===== config.mk =====
export PLATFORM = sky130hd
export DESIGN_NAME = sbs_byte_shifter
export DESIGN_NICKNAME = d
export VERILOG_FILES = /design/src/rtl/sbs_pkg.sv /design/src/rtl/sbs_ring_fifo.sv /design/src/rtl/sbs_phase_timer.sv /design/src/rtl/sbs_shift_ctrl.sv /design/src/rtl/sbs_byte_shifter.sv
export SDC_FILE = /design/constraint.sdc
export NUM_CORES = 1
export LEC_CHECK = 0
export BUFFER_PORTS_ARGS = -buffer_cell sky130_fd_sc_hd__buf_2
export CORE_AREA = 2 2 72 142
export CTS_BUF_LIST = sky130_fd_sc_hd__clkbuf_4
export DETAILED_ROUTE_END_ITERATION = 10
export DIE_AREA = 0 0 74 144
export PLACE_DENSITY = 0.64
export RECOVER_POWER = 100
export SYNTH_ARGS = -nofsm -noshare
export SYNTH_HDL_FRONTEND = slang
export SYNTH_HIERARCHICAL = 1
export SYNTH_SLANG_ARGS = --single-unit

===== constraint.sdc =====
create_clock -name clk -period 3.14 [get_ports clk]
set_input_delay 0.628 -clock clk [delete_from_list [all_inputs] [get_ports clk]]
set_output_delay 0.628 -clock clk [all_outputs]
set_load 0.005 [all_outputs]

===== src/rtl/sbs_pkg.sv =====
package sbs_pkg;
   typedef enum logic [1:0] {
      SH_IDLE  = 2'd0,
      SH_LOW   = 2'd1,
      SH_HIGH  = 2'd2,
      SH_PULSE = 2'd3
   } sh_state_t;
endpackage


===== src/rtl/sbs_ring_fifo.sv =====
module sbs_ring_fifo #(
   parameter int W     = 8,
   parameter int DEPTH = 8
) (
   input  logic         clk,
   input  logic         rst_n,
   input  logic         wr_en,
   input  logic [W-1:0] wr_data,
   input  logic         rd_en,
   output logic [W-1:0] rd_data,
   output logic         empty,
   output logic         full
);
   localparam int  AW   = (DEPTH > 2) ? $clog2(DEPTH) : 1;
   localparam bit  POW2 = ((DEPTH & (DEPTH - 1)) == 0);

   generate
      if (DEPTH < 2) begin : g_bad_depth
         $error("sbs_ring_fifo: DEPTH must be at least 2");
      end
      if (W < 1) begin : g_bad_width
         $error("sbs_ring_fifo: W must be at least 1");
      end
   endgenerate

   logic [W-1:0]  mem [DEPTH];
   logic [AW-1:0] wp, rp, wp_nxt, rp_nxt;
   logic          wr_ok, rd_ok;

   // Position advance: natural wrap for powers of two, explicit compare otherwise.
   generate
      if (POW2) begin : g_wrap_pow2
         assign wp_nxt = wp + AW'(1);
         assign rp_nxt = rp + AW'(1);
      end else begin : g_wrap_cmp
         assign wp_nxt = (wp == AW'(DEPTH - 1)) ? '0 : wp + AW'(1);
         assign rp_nxt = (rp == AW'(DEPTH - 1)) ? '0 : rp + AW'(1);
      end
   endgenerate

   assign empty   = (wp == rp);
   assign full    = (wp_nxt == rp);
   assign wr_ok   = wr_en && !full;
   assign rd_ok   = rd_en && !empty;
   assign rd_data = mem[rp];

   always_ff @(posedge clk) begin
      if (wr_ok) mem[wp] <= wr_data;
   end

   always_ff @(posedge clk or negedge rst_n) begin
      if (!rst_n) begin
         wp <= '0;
         rp <= '0;
      end else begin
         if (wr_ok) wp <= wp_nxt;
         if (rd_ok) rp <= rp_nxt;
      end
   end
endmodule


===== src/rtl/sbs_phase_timer.sv =====
module sbs_phase_timer #(
   parameter int PHASE_CYC = 3
) (
   input  logic clk,
   input  logic rst_n,
   input  logic clr,
   output logic done
);
   localparam int CW = (PHASE_CYC > 1) ? $clog2(PHASE_CYC) : 1;

   generate
      if (PHASE_CYC < 1) begin : g_bad_phase
         $error("sbs_phase_timer: PHASE_CYC must be at least 1");
      end
   endgenerate

   logic [CW-1:0] cnt;

   assign done = (cnt == CW'(PHASE_CYC - 1));

   always_ff @(posedge clk or negedge rst_n) begin
      if (!rst_n)   cnt <= '0;
      else if (clr) cnt <= '0;
      else          cnt <= cnt + CW'(1);
   end
endmodule


===== src/rtl/sbs_shift_ctrl.sv =====
module sbs_shift_ctrl
   import sbs_pkg::*;
#(
   parameter int W = 8
) (
   input  logic         clk,
   input  logic         rst_n,
   input  logic         avail,
   input  logic         latch_ok,
   input  logic [W-1:0] load_data,
   input  logic         phase_done,
   output logic         take,
   output logic         phase_clr,
   output logic         busy,
   output logic         sclk,
   output logic         sdata,
   output logic         lreset
);
   localparam int BW = (W > 2) ? $clog2(W) : 1;

   generate
      if (W < 2) begin : g_bad_w
         $error("sbs_shift_ctrl: W must be at least 2");
      end
   endgenerate

   sh_state_t     state;
   logic [W-1:0]  shreg;
   logic [BW-1:0] bit_idx;
   logic          start;

   assign start     = (state == SH_IDLE) && avail && latch_ok;
   assign take      = start;
   assign phase_clr = (state == SH_IDLE) || phase_done;
   assign busy      = (state != SH_IDLE);

   always_ff @(posedge clk or negedge rst_n) begin
      if (!rst_n) begin
         state   <= SH_IDLE;
         shreg   <= '0;
         bit_idx <= '0;
         sclk    <= 1'b1;
         sdata   <= 1'b0;
         lreset  <= 1'b0;
      end else begin
         case (state)
            SH_IDLE: begin
               if (start) begin
                  shreg   <= load_data;
                  bit_idx <= '0;
                  sdata   <= load_data[W-1];
                  sclk    <= 1'b0;
                  state   <= SH_LOW;
               end
            end
            SH_LOW: begin
               if (phase_done) begin
                  sclk  <= 1'b1;
                  state <= SH_HIGH;
               end
            end
            SH_HIGH: begin
               if (phase_done) begin
                  if (bit_idx == BW'(W - 1)) begin
                     lreset <= 1'b1;
                     state  <= SH_PULSE;
                  end else begin
                     bit_idx <= bit_idx + BW'(1);
                     shreg   <= shreg << 1;
                     sdata   <= shreg[W-2];
                     sclk    <= 1'b0;
                     state   <= SH_LOW;
                  end
               end
            end
            SH_PULSE: begin
               if (phase_done) begin
                  lreset <= 1'b0;
                  sdata  <= 1'b0;
                  state  <= SH_IDLE;
               end
            end
            default: state <= SH_IDLE;
         endcase
      end
   end
endmodule


===== src/rtl/sbs_byte_shifter.sv =====
module sbs_byte_shifter #(
   parameter int DATA_W    = 8,
   parameter int DEPTH     = 8,
   parameter int PHASE_CYC = 3
) (
   input  logic              clk,
   input  logic              rst_n,
   input  logic              push,
   input  logic [DATA_W-1:0] push_data,
   output logic              fifo_full,
   output logic              fifo_empty,
   input  logic              latch_ok,
   output logic              ser_data,
   output logic              ser_clk,
   output logic              latch_rst,
   output logic              busy,
   output logic              rx_suspend
);
   logic [DATA_W-1:0] head;
   logic              take, phase_clr, phase_done;

   sbs_ring_fifo #(.W(DATA_W), .DEPTH(DEPTH)) u_fifo (
      .clk     (clk),
      .rst_n   (rst_n),
      .wr_en   (push),
      .wr_data (push_data),
      .rd_en   (take),
      .rd_data (head),
      .empty   (fifo_empty),
      .full    (fifo_full)
   );

   sbs_phase_timer #(.PHASE_CYC(PHASE_CYC)) u_timer (
      .clk   (clk),
      .rst_n (rst_n),
      .clr   (phase_clr),
      .done  (phase_done)
   );

   sbs_shift_ctrl #(.W(DATA_W)) u_ctrl (
      .clk        (clk),
      .rst_n      (rst_n),
      .avail      (!fifo_empty),
      .latch_ok   (latch_ok),
      .load_data  (head),
      .phase_done (phase_done),
      .take       (take),
      .phase_clr  (phase_clr),
      .busy       (busy),
      .sclk       (ser_clk),
      .sdata      (ser_data),
      .lreset     (latch_rst)
   );

   assign rx_suspend = busy;
endmodule


Yosys cells after proc, flatten, opt, wreduce, memory -nomap -nowiden
Memory sizes are Yosys's and may differ from the RTL's.
Index checks and enable logic that the tools add are counted.
{ "word_totals": {"register_bits": 23, "ram_bits": 64, "input_bits": 12, "out_inout_bits": 7, "elab_cells": 75, "memories": 1} }
{ "classes": {"add_sub_neg": 4, "eq_ne": 13, "muxes": 30, "n_reduce_logical": 18} }
{ "memory_table": {"columns": ["name", "depth", "width", "read_ports", "rd_clocked_by_memory_dff", "write_ports", "line_no", "source"], "rows": [
  ["u_fifo.mem", 8, 8, 1, 0, 1, "sbs_ring_fifo.sv:26", "logic [W-1:0] mem [DEPTH];"]
]} }
{ "ops": {"columns": ["op", "count"], "rows": [
  ["two-way mux 7 bit", 3],
  ["one-hot mux 7 bit (2 select lines)", 1],
  ["two-way mux 1 bit", 12],
  ["two-way mux 2 bit", 6],
  ["AND reduction 4 bit", 3],
  ["AND reduction 5 bit", 2],
  ["adder 3 x 1 -> 3 bit (second input constant)", 3],
  ["two-way mux 3 bit", 3],
  ["inequality test 2 x 1 -> 1 bit (second input constant)", 4],
  ["one-hot mux 2 bit (4 select lines)", 1],
  ["equality test 2 bit (second input constant)", 3],
  ["equality test 3 bit", 2],
  ["one-hot mux 1 bit (3 select lines)", 2],
  ["one-hot mux 3 bit (2 select lines)", 1],
  ["nonzero test 2 bit", 3],
  ["nonzero test 3 bit", 2],
  ["logical AND 1 bit", 4],
  ["inequality test 2 bit (second input constant)", 2],
  ["equality test 3 bit (second input constant)", 1],
  ["adder 2 x 1 -> 2 bit (second input constant)", 1],
  ["equality test 2 x 1 -> 1 bit (second input constant)", 1],
  ["logical NOT 1 bit", 2],
  ["logical NOT 2 bit", 1],
  ["one-hot mux 1 bit (2 select lines)", 1],
  ["logical OR 1 bit", 1]
]} }

Longest topological paths before layout
Gate-level depths: netlist of the first run.
{ "depth": {"word_depth": 6, "mapped_depth": 8, "mapped_depth_nobuf": 7} }

Cells and area by module
The synthesis of the first run kept the hierarchy.
{ "by_module_without_submodules": {"columns": ["module", "n_inst", "cells_each", "area_per_inst_um2", "seq_area_each_um2"], "rows": [
  ["sbs_ring_fifo", 1, 135, 2880.3, 2072.0],
  ["sbs_shift_ctrl", 1, 68, 788.3, 376.6],
  ["sbs_phase_timer", 1, 6, 73.8, 50.0],
  ["sbs_byte_shifter", 1, 2, 11.3, 0.0]
]} }

Least setup slack after synthesis of the first run
No wires, ideal clock.
{ "synth_timing": {"path_type": "register to register", "start": "register u_fifo.wp[0]", "end": "memory u_fifo.mem[2][0] (enable)", "setup_time_ps": 398, "arrival_time_ps": 2174, "required_time_ps": 2742, "slack_ps": 568, "path_stages_with_launch": 5, "path_buffers": 0, "synth_period_minus_slack_ps": 2572, "path_cell_list": "dfrtp_1 -> ha_1 -> xor2_1 -> o31ai_4 -> nor4b_1"} }
{ "synth_between": {"elab_chain_len": 6} }
{ "synth_rtl": {"columns": ["item", "line_no", "source"], "rows": [
  ["start: declaration", "sbs_ring_fifo.sv:27", "logic [AW-1:0] wp, rp, wp_nxt, rp_nxt;"],
  ["start signal: assignment", "sbs_ring_fifo.sv:56", "if (wr_ok) wp <= wp_nxt;"],
  ["adder 3 x 1 -> 3 bit", "sbs_ring_fifo.sv:33", "assign wp_nxt = wp + AW'(1);"],
  ["net u_fifo.wp_nxt[1]", "sbs_ring_fifo.sv:27", null],
  ["equality test 3 bit", "sbs_ring_fifo.sv:42", "assign full = (wp_nxt == rp);"],
  ["logical NOT 1 bit", "sbs_ring_fifo.sv:43", "assign wr_ok = wr_en && !full;"],
  ["logical AND 1 bit", "sbs_ring_fifo.sv:43", null],
  ["two-way mux 1 bit", "sbs_ring_fifo.sv:48", "if (wr_ok) mem[wp] <= wr_data;"],
  ["two-way mux 1 bit (implied by the code)", "sbs_ring_fifo.sv:48", null],
  ["end: declaration", "sbs_ring_fifo.sv:26", null]
]} }
The timed path passes the listed nets, and every way through them passes these cells.

Worst setup path after layout of the first run
{ "layout_timing": {"start": "register u_fifo.wp[0]", "end": "memory u_fifo.mem[5][6] (enable)"} }
The elaborated chain is that of the path after synthesis.

==> flow_metrics.tcl, run 1 <==
set metrics [dict create \
    cts_inserted_buffers 9 \
    status "completed" \
    tns_ns 0 \
    worstPathRequired_ns 3.30 \
    hpwl_um 4500 \
    synthFlopType "edfxtp_1" \
    grtUsageTotal_pct 14.1 \
    tightest_slew_ns 1.40 \
    max_freq_ghz 0.353 \
    async_flop_share_pct 26.4 \
    path_clk_slew_ns 0.12 \
    cts_resized 0 \
    clk_latency_ns 0.43 \
    synth_nets 228 \
    cap_violations 0 \
    boundaryPins 19 \
    area_growth_pct 8.47 \
    total_power_w 0.00363 \
    dieArea_um2 10700 \
    die_h_um 144 \
    core_um2 9640 \
    nNetsFinal 255 \
    vias 1881 \
    place_ws_ns 0.835 \
    die_w_um 74 \
    fillers 886 \
    final_common_cell "edfxtp_1" \
    synth_cell_types 41 \
    maxSlewHeadroom_pct 6.16 \
    holdWs_ns 0.430 \
    placementRows 51 \
    layout_common_cells "edfxtp_1 (64), mux2_2 (22), dfrtp_1 (22), clkbuf_1 (15), mux4_2 (13)" \
    firstDrtPassIters 4 \
    critPathKind "register to register" \
    wl_um 6530 \
    drive_above_1_share_pct 28.8 \
    finalHoldViolations 0 \
    wire_per_inst_um 17.4 \
    drt-initial-drc-count 76 \
    worst-path-max-fanout 11 \
    cts_tree "built" \
    grt_pass1_vias 2031 \
    via_per_inst 5.00 \
    cp-start-kind "register" \
    synthCells 211 \
    grt_first_pass_wirelength_um 10700 \
    cp-end-kind "register" \
    rsz0062_at_grt "no" \
    worstHoldPathType "register to register" \
    timing.final.crit_share_pct 90.2 \
    cts-root-buf "clkbuf_4" \
    p_leak_nw 1.42 \
    cts.sinks 87 \
    ir_drop_mv 0.260 \
    cts-hold-fix-buffers 0 \
    io_buffer_count 18 \
    grt_overflow 0 \
    seq_area_frac_synth_pct 66.6 \
    setup_violations 0 \
    route.detailed.drc 0 \
    syn_area_um2 3750 \
    synth_enable_flop_cells 64 \
    initial_core_util_pct 39.0 \
    clockBufferDepth 2 \
    ys_ff_latch 87 \
    slew_violations 0 \
    fin_ws_ns 0.308 \
    power_density_nw_per_um2 892 \
    crit_arrival_ns 2.99 \
    h-tree-depth 3 \
    period_minus_slack_ns 2.83 \
    finClkSkew_ns 0.0144 \
    gp_congestion 0.759 \
    ant_nets 0 \
    grt_max_degree 24 \
    yosysWarnings 6 \
    post-cts-setup-buffers 0 \
    avgSynthCellArea_um2 17.8 \
    antenna_found_initial 1 \
]
synthesized netlist by cell type, types with 3 or more instances:
library cell  count  area (um^2)
nand2_1           8         30.0
nor3_1            4         20.0
xnor2_1           4         35.0
mux2_2           22          248
xor2_1            4         35.0
ha_1              5         62.6
mux4_1            3         78.8
edfxtp_1         64         1920
o21ai_0           5         25.0
dfrtp_1          22          551
mux4_2           13          293
mux2i_1           3         30.0
inv_1             9         33.8
nor4b_1           3         26.3
buf_4             5         37.5
clkbuf_1          4         15.0
final timing paths:
path | slack [ns] | start | endpoint | cells after the start
worst max-delay path | 0.31 | u_fifo/wp[0] | u_fifo/mem[5][6] | 4
worst min-delay path | 0.43 | u_timer/cnt[0] | u_timer/cnt[0] | 1
worst max register to register | 0.31 | u_fifo/wp[0] | u_fifo/mem[5][6] | 4
worst min register to register | 0.43 | u_timer/cnt[0] | u_timer/cnt[0] | 1
max in group asynchronous | 1.94 | rst_n | u_fifo/wp[0] | 1
min in group asynchronous | 0.44 | rst_n | u_fifo/wp[1] | 1
sequential cells by signal, indices dropped and copies added, names as in the netlist:
signal,flops
u_ctrl/sclk,1
u_timer/cnt,2
u_ctrl/bit_idx,3
u_fifo/wp,3
u_fifo/mem,64
u_ctrl/sdata,1
u_fifo/rp,3
u_ctrl/shreg,7
u_ctrl/lreset,1
u_ctrl/state,2
stage by stage:
step           utilization (%)  cell area, um^2  std cells
3_5_place_dp              41.8             4030        359
6_report                  42.3             4070        376
2_1_floorplan                -             3750        211
4_1_cts                   43.0             4140        375
3_3_place_gp              41.8             4030        359
5_1_grt                   42.3             4070        376
power breakdown:
| part | switching, W | total, W | internal, W | leakage (nW) |
|---|---|---|---|---|
| logic | 0.000677 | 0.00140 | 0.000724 | 0.493 |
| clock network | 0.000352 | 0.000538 | 0.000186 | 0.0671 |
| registers | 0.000174 | 0.00169 | 0.00152 | 0.862 |
| total | 0.00120 | 0.00363 | 0.00243 | 1.42 |
worst max-delay path, stage by stage (launching register included):
cell,delay [ns]
dfrtp_1,0.62
ha_1,0.33
xor2_1,0.20
o31ai_1,1.00
and4bb_2,0.42
metal layers:
metal / vias to the layer above / GRT usage (%) / share of wire, %
met5: - / 0 / 0
met4: 0 / 8.23 / 2.6
met3: 14 / 2.51 / 2.2
met2: 29 / 25.8 / 57
met1: 959 / 14.6 / 38
li1: 879 / - / -
area by class of cell:
class                   count  area, um^2  share of cell area, %
multi-input cells         103        1130                   27.8
inverters                   9        33.8                  0.830
diodes                      1        2.50                 0.0615
clock buffers              12        90.1                   2.21
flip-flops and latches     87        2500                   61.4
clock inverters             4        22.5                  0.553
repair buffers             28         129                   3.17
well taps                 132         165                   4.06
kinds of logic after synthesis:
family	share of synthesized area (%)
flip-flops	66.6
multiplexers	17.7
AND/OR/NAND/NOR	4.73
buffers and inverters	3.03
AO/OA/AOI/OAI	3.80
XOR/XNOR	2.50
adder cells (fa/ha/maj)	1.67
(Power assumes the default switching activity.)
==> run 2: changes to the inputs <==
--- a/constraint.sdc
+++ b/constraint.sdc
@@ -3,2 +3,2 @@
 set_output_delay 0.628 -clock clk [all_outputs]
-set_load 0.005 [all_outputs]
+set_load 0.1 [all_outputs]
==> run 2 against run 1 <==
  * Die area is the same
  * Via count shrank 2.4%
  * Non-clock buffer count is the same
  * Clock power shrank 3%
  * Critical endpoint is now fifo_full
  * Clock-buffer cell count shrank 1
  * Sequential share of layout area is essentially flat
==> flow_metrics.tcl, run 2 (synthesized netlist as in run 1, its figures left out) <==
set metrics [dict create \
    status "completed" \
    initial_core_util_pct 39.0 \
    drive_above_1_share_pct 28.5 \
    via_per_inst 4.89 \
    gp_congestion 0.754 \
    worst_r2r_path_depth 5 \
    period_minus_slack_ns 2.96 \
    slew_violations 0 \
    dieArea_um2 10700 \
    cts_resized 0 \
    min_path_cells 1 \
    cp-end-kind "primary output" \
    clockBufferDepth 2 \
    die_h_um 144 \
    maxSlewHeadroom_pct 1.85 \
    place_area_um2 4040 \
    path_clk_slew_ns 0.12 \
    boundaryPins 19 \
    firstDrtPassIters 4 \
    setup_violations 0 \
    area_growth_pct 8.50 \
    cts_inserted_buffers 9 \
    worst-path-max-fanout 11 \
    final_common_cell "edfxtp_1" \
    grt_max_degree 24 \
    fin_area_um2 4070 \
    critPathKind "register to primary output" \
    route.detailed.drc 0 \
    die_w_um 74 \
    wl_um 6510 \
    largest-register "u_fifo/mem" \
    tightest_slew_ns 1.46 \
    post-cts-setup-buffers 0 \
    ff2ff_setup_slack_ns 0.22 \
    grtUsageTotal_pct 14.1 \
    finalHoldViolations 0 \
    core_um2 9640 \
    worstPathRequired_ns 2.51 \
    reg_top3 "u_fifo/mem (64), u_ctrl/shreg (7)" \
    largest_reg_flops 64 \
    cts-root-buf "clkbuf_4" \
    antenna_found_initial 1 \
    cts.sinks 87 \
    reg2reg_from "u_fifo/wp[0]" \
    wire_per_inst_um 17.4 \
    dpl.cell_count 359 \
    h-tree-depth 3 \
    grt_pass1_vias 1988 \
    cts-hold-fix-buffers 0 \
    crit_arrival_ns 2.33 \
    whs_endpoint "u_timer/cnt[0]" \
    clk_latency_ns 0.44 \
    timing.final.crit_share_pct 94.2 \
    r2r_end "u_fifo/mem[6][7]" \
    finClkSkew_ns 0.0124 \
    finalNonFillerCells 375 \
    p_leak_nw 1.41 \
    io_buffer_count 18 \
    ant_nets 0 \
    finalCoreUtilization_pct 42.3 \
    nNetsFinal 255 \
    power_density_nw_per_um2 983 \
    placementRows 51 \
    rsz0062_at_grt "no" \
    ir_drop_mv 0.327 \
    hpwl_um 4520 \
    cts_tree "built" \
    hold_path.startpoint "u_timer/cnt[0]" \
    cap_violations 0 \
    tns_ns 0 \
    max_freq_ghz 0.338 \
    grt_overflow 0 \
    vias 1835 \
    grt_first_pass_wirelength_um 10600 \
    drt-initial-drc-count 83 \
    worstHoldPathType "register to register" \
    cp-start-kind "register" \
    layout_common_cells "edfxtp_1 (64), mux2_2 (22), dfrtp_1 (22), clkbuf_1 (16), mux4_2 (13)" \
]
==> run 2: cell count changes in the layout (fill, tap and decap cells not counted), sizes merged <==
cell | before | now
buf | 8 | 4
clkbuf | 32 | 35
==> run 2: worst max path at each step <==
| stage | cells past startpoint | startpoint | to | slack [ns] |
|---|---|---|---|---|
| 2_1_floorplan | 8 | u_fifo/rp[0] | u_fifo/rp[1] | 0.17 |
| 3_3_place_gp | 4 | u_fifo/wp[0] | fifo_full | 0.69 |
| 3_5_place_dp | 4 | u_fifo/wp[0] | fifo_full | 0.65 |
| 4_1_cts | 4 | u_fifo/wp[0] | fifo_full | 0.13 |
| 5_1_grt | 4 | u_fifo/wp[0] | fifo_full | 0.08 |
| 6_report | 4 | u_fifo/wp[0] | fifo_full | 0.18 |
==> run 2: layer usage <==
layer,wire length [um],up-vias,track usage [%]
met5,0,-,0
met4,145,0,7.75
met3,193,10,2.72
met2,3530,31,24.3
met1,2640,917,16.0
li1,-,877,-
==> run 2: layout make-up <==
class                   instances  area (um^2)
clock buffers                  11         82.6
repair buffers                 28          125
diodes                          1         2.50
inverters                       9         33.8
well taps                     132          165
multi-input cells             103         1140
clock inverters                 4         23.8
fillers                       887         5560
flip-flops and latches         87         2500
==> run 2: metrics by stage <==
stage	power [W]	setup slack, ns	hold WS (ns)
2_1_floorplan	0.00326	0.171	0.332
3_3_place_gp	0.00359	0.687	0.408
4_1_cts	0.00414	0.135	0.147
3_5_place_dp	0.00362	0.649	0.414
6_report	0.00400	0.182	0.429
5_1_grt	0.00426	0.0802	0.467
==> run 2: power by group <==
part | switching, W | internal [W]
logic | 0.00102 | 0.000724
registers | 0.000211 | 0.00152
clock network | 0.000350 | 0.000173
==> run 2: critical path, cell delays in order, from the launching register on <==
cell,delay (ns)
dfrtp_1,0.61
ha_1,0.33
xor2_1,0.21
nor3_2,0.24
clkbuf_2,0.49
==> run 3: changes to the inputs <==
==> constraint.sdc (replaced) <==
create_clock -name clk -period 3.14 [get_ports clk]
set_input_delay 0.471 -clock clk [delete_from_list [all_inputs] [get_ports clk]]
set_output_delay 0.471 -clock clk [all_outputs]
set_load 0.1 [all_outputs]
==> run 3 against run 2 <==
  * Critical path depth decreased by 1
  * Critical endpoint unchanged
  * Largest power group unchanged
  * Total power increased by 5.7%
  * Sequential power about the same
  * Die area unchanged
  * Critical path type unchanged
  * Largest cell class unchanged
  * Highest routed layer unchanged
==> flow_metrics.tcl, run 3 (synthesized netlist as in run 1, its figures left out) <==
set metrics [dict create \
    critPathMaxStageDelay_ns 0.68 \
    final_common_cell "edfxtp_1" \
    crit_arrival_ns 2.36 \
    critical_path.startpoint "u_fifo/rp[2]" \
    pwr-share-clk_pct 18.0 \
    cp-start-kind "register" \
    largest-register "u_fifo/mem" \
    worst-path-max-fanout 12 \
    p_int_w 0.00264 \
    reg2reg_from "u_fifo/wp[0]" \
    finalHoldViolations 0 \
    hpwl_um 4470 \
    initial_core_util_pct 39.0 \
    vias 1870 \
    met2_usage_pct 23.5 \
    io_buffer_count 18 \
    fillers 911 \
    tightest_slew_ns 1.41 \
    grtUsageTotal_pct 13.6 \
    cap_violations 0 \
    cp.depth 3 \
    gp_congestion 0.761 \
    ff2ff_setup_slack_ns 0.47 \
    cts-root-buf "clkbuf_4" \
    place_ws_ns 0.750 \
    h-tree-depth 3 \
    fin_ws_ns 0.305 \
    grt_overflow 0 \
    clockBufferDepth 2 \
    placementRows 51 \
    cts_inserted_buffers 9 \
    boundaryPins 19 \
    core_um2 9640 \
    met1_usage_pct 15.2 \
    crit_buf_inv 1 \
    status "completed" \
    ir_drop_mv 0.435 \
    crit_chain "xor3_1, nor3_2, clkbuf_2" \
    cp-end-kind "primary output" \
    grt_max_degree 24 \
    grt_pass1_vias 1995 \
    r2r_end "u_fifo/mem[2][1]" \
    path_clk_slew_ns 0.12 \
    critPathTopFamily "flip-flops" \
    cts.sinks 87 \
    pwr-share-seq_pct 40.9 \
    timing.final.crit_share_pct 90.3 \
    area_growth_pct 10.1 \
    p_comb_share_pct 41.1 \
    largest_reg_flops 64 \
    p_leak_nw 1.43 \
    finClkSkew_ns 0.00501 \
    min_path_cells 3 \
    p_switching_w 0.00158 \
    endpoint "fifo_full" \
    met3_usage_pct 3.14 \
    via_per_inst 4.99 \
    antenna_found_initial 1 \
    drt-initial-drc-count 49 \
    nNetsFinal 255 \
    firstDrtPassIters 4 \
    grt_first_pass_wirelength_um 10400 \
    route.detailed.drc 0 \
    grt.busiest_layer "met2" \
    period_minus_slack_ns 2.83 \
    maxSlewHeadroom_pct 5.20 \
    die_w_um 74 \
    drive_above_1_share_pct 25.2 \
    cts_tree "built" \
    worstPathRequired_ns 2.67 \
    slew_violations 0 \
    worst_r2r_path_depth 5 \
    wire_per_inst_um 16.9 \
    worstHoldPathType "input port to register" \
    reg_top3 "u_fifo/mem (64), u_ctrl/shreg (7)" \
    clk_latency_ns 0.42 \
    critPathKind "register to primary output" \
    die_h_um 144 \
    total_power_w 0.00423 \
    tns_ns 0 \
    cp_slowest_cell "dfrtp_1" \
    p_sw_share_pct 37.5 \
    power_density_nw_per_um2 1020 \
    max_freq_ghz 0.353 \
    wl_um 6330 \
    ant_nets 0 \
    dieArea_um2 10700 \
    rsz0062_at_grt "no" \
    holdWs_ns 0.346 \
    setup_violations 0 \
    layout_common_cells "edfxtp_1 (64), mux2_2 (22), dfrtp_1 (22), clkbuf_1 (21), mux4_2 (13)" \
]
[run 3: changes by cell type in the layout (fill, tap and decap cells not counted), moves of 2 or more]
cell,delta
clkbuf_2,-6
clkbuf_1,+5
bufinv_16,+3
nor4b_1,+3
nor4b_2,-3
clkinv_1,-2
[run 3: worst min path at each step]
stage,startpoint,endpoint
final,push,u_fifo/wp[2]
after global routing,push,u_fifo/wp[2]
after CTS,push_data[6],u_fifo/mem[5][6]
after detailed placement,u_timer/cnt[0],u_timer/cnt[0]
after global placement,u_timer/cnt[0],u_timer/cnt[0]
after floorplan,rst_n,u_ctrl/bit_idx[0]
[run 3: through the flow]
| step | util [%] | area [um^2] | std cells |
|---|---|---|---|
| 3_5_place_dp | 41.8 | 4030 | 358 |
| 4_1_cts | 43.8 | 4220 | 374 |
| 6_report | 42.9 | 4130 | 375 |
| 2_1_floorplan | - | 3760 | 211 |
| 5_1_grt | 42.9 | 4130 | 375 |
| 3_3_place_gp | 41.8 | 4030 | 358 |
[run 3: repair_timing]
item,4_1_cts,5_1_grt
setup buffers,0,0
resized for setup,0,0
endpoints found under the hold margin,22,0
hold buffers,1,0
[run 3: power by group through the flow]
stage | Combinational (W) | Clock, W | Sequential [W]
finish | 0.00174 | 0.000761 | 0.00173
global route | 0.00190 | 0.000833 | 0.00177
CTS | 0.00184 | 0.000797 | 0.00175
detailed placement | 0.00183 | 0 | 0.00177
global placement | 0.00180 | 0 | 0.00175
floorplan | 0.00154 | 0 | 0.00172
[run 3: layer usage]
metal  vias to the layer above  share of wire, %
li1                        877                 -
met1                       957                39
met2                        29                57
met3                         7               2.6
met4                         0               1.9
met5                         -                 0
[run 3: layout make-up]
| type | count | area (um^2) | share of cell area [%] |
|---|---|---|---|
| diodes | 1 | 2.50 | 0.0605 |
| clock buffers | 11 | 82.6 | 2.00 |
| clock inverters | 4 | 95.1 | 2.30 |
| inverters | 9 | 33.8 | 0.817 |
| multi-input cells | 103 | 1130 | 27.4 |
| flip-flops and latches | 87 | 2500 | 60.4 |
| well taps | 132 | 165 | 4.00 |
| repair buffers | 28 | 124 | 3.00 |
[run 3: worst register-to-register path: stages (launching register included)]
cell and delay [ns]:
dfrtp_1 0.53, ha_1 0.37, xor2_1 0.41, o31ai_4 0.18, nor4b_1 0.34, clkbuf_1 0.48
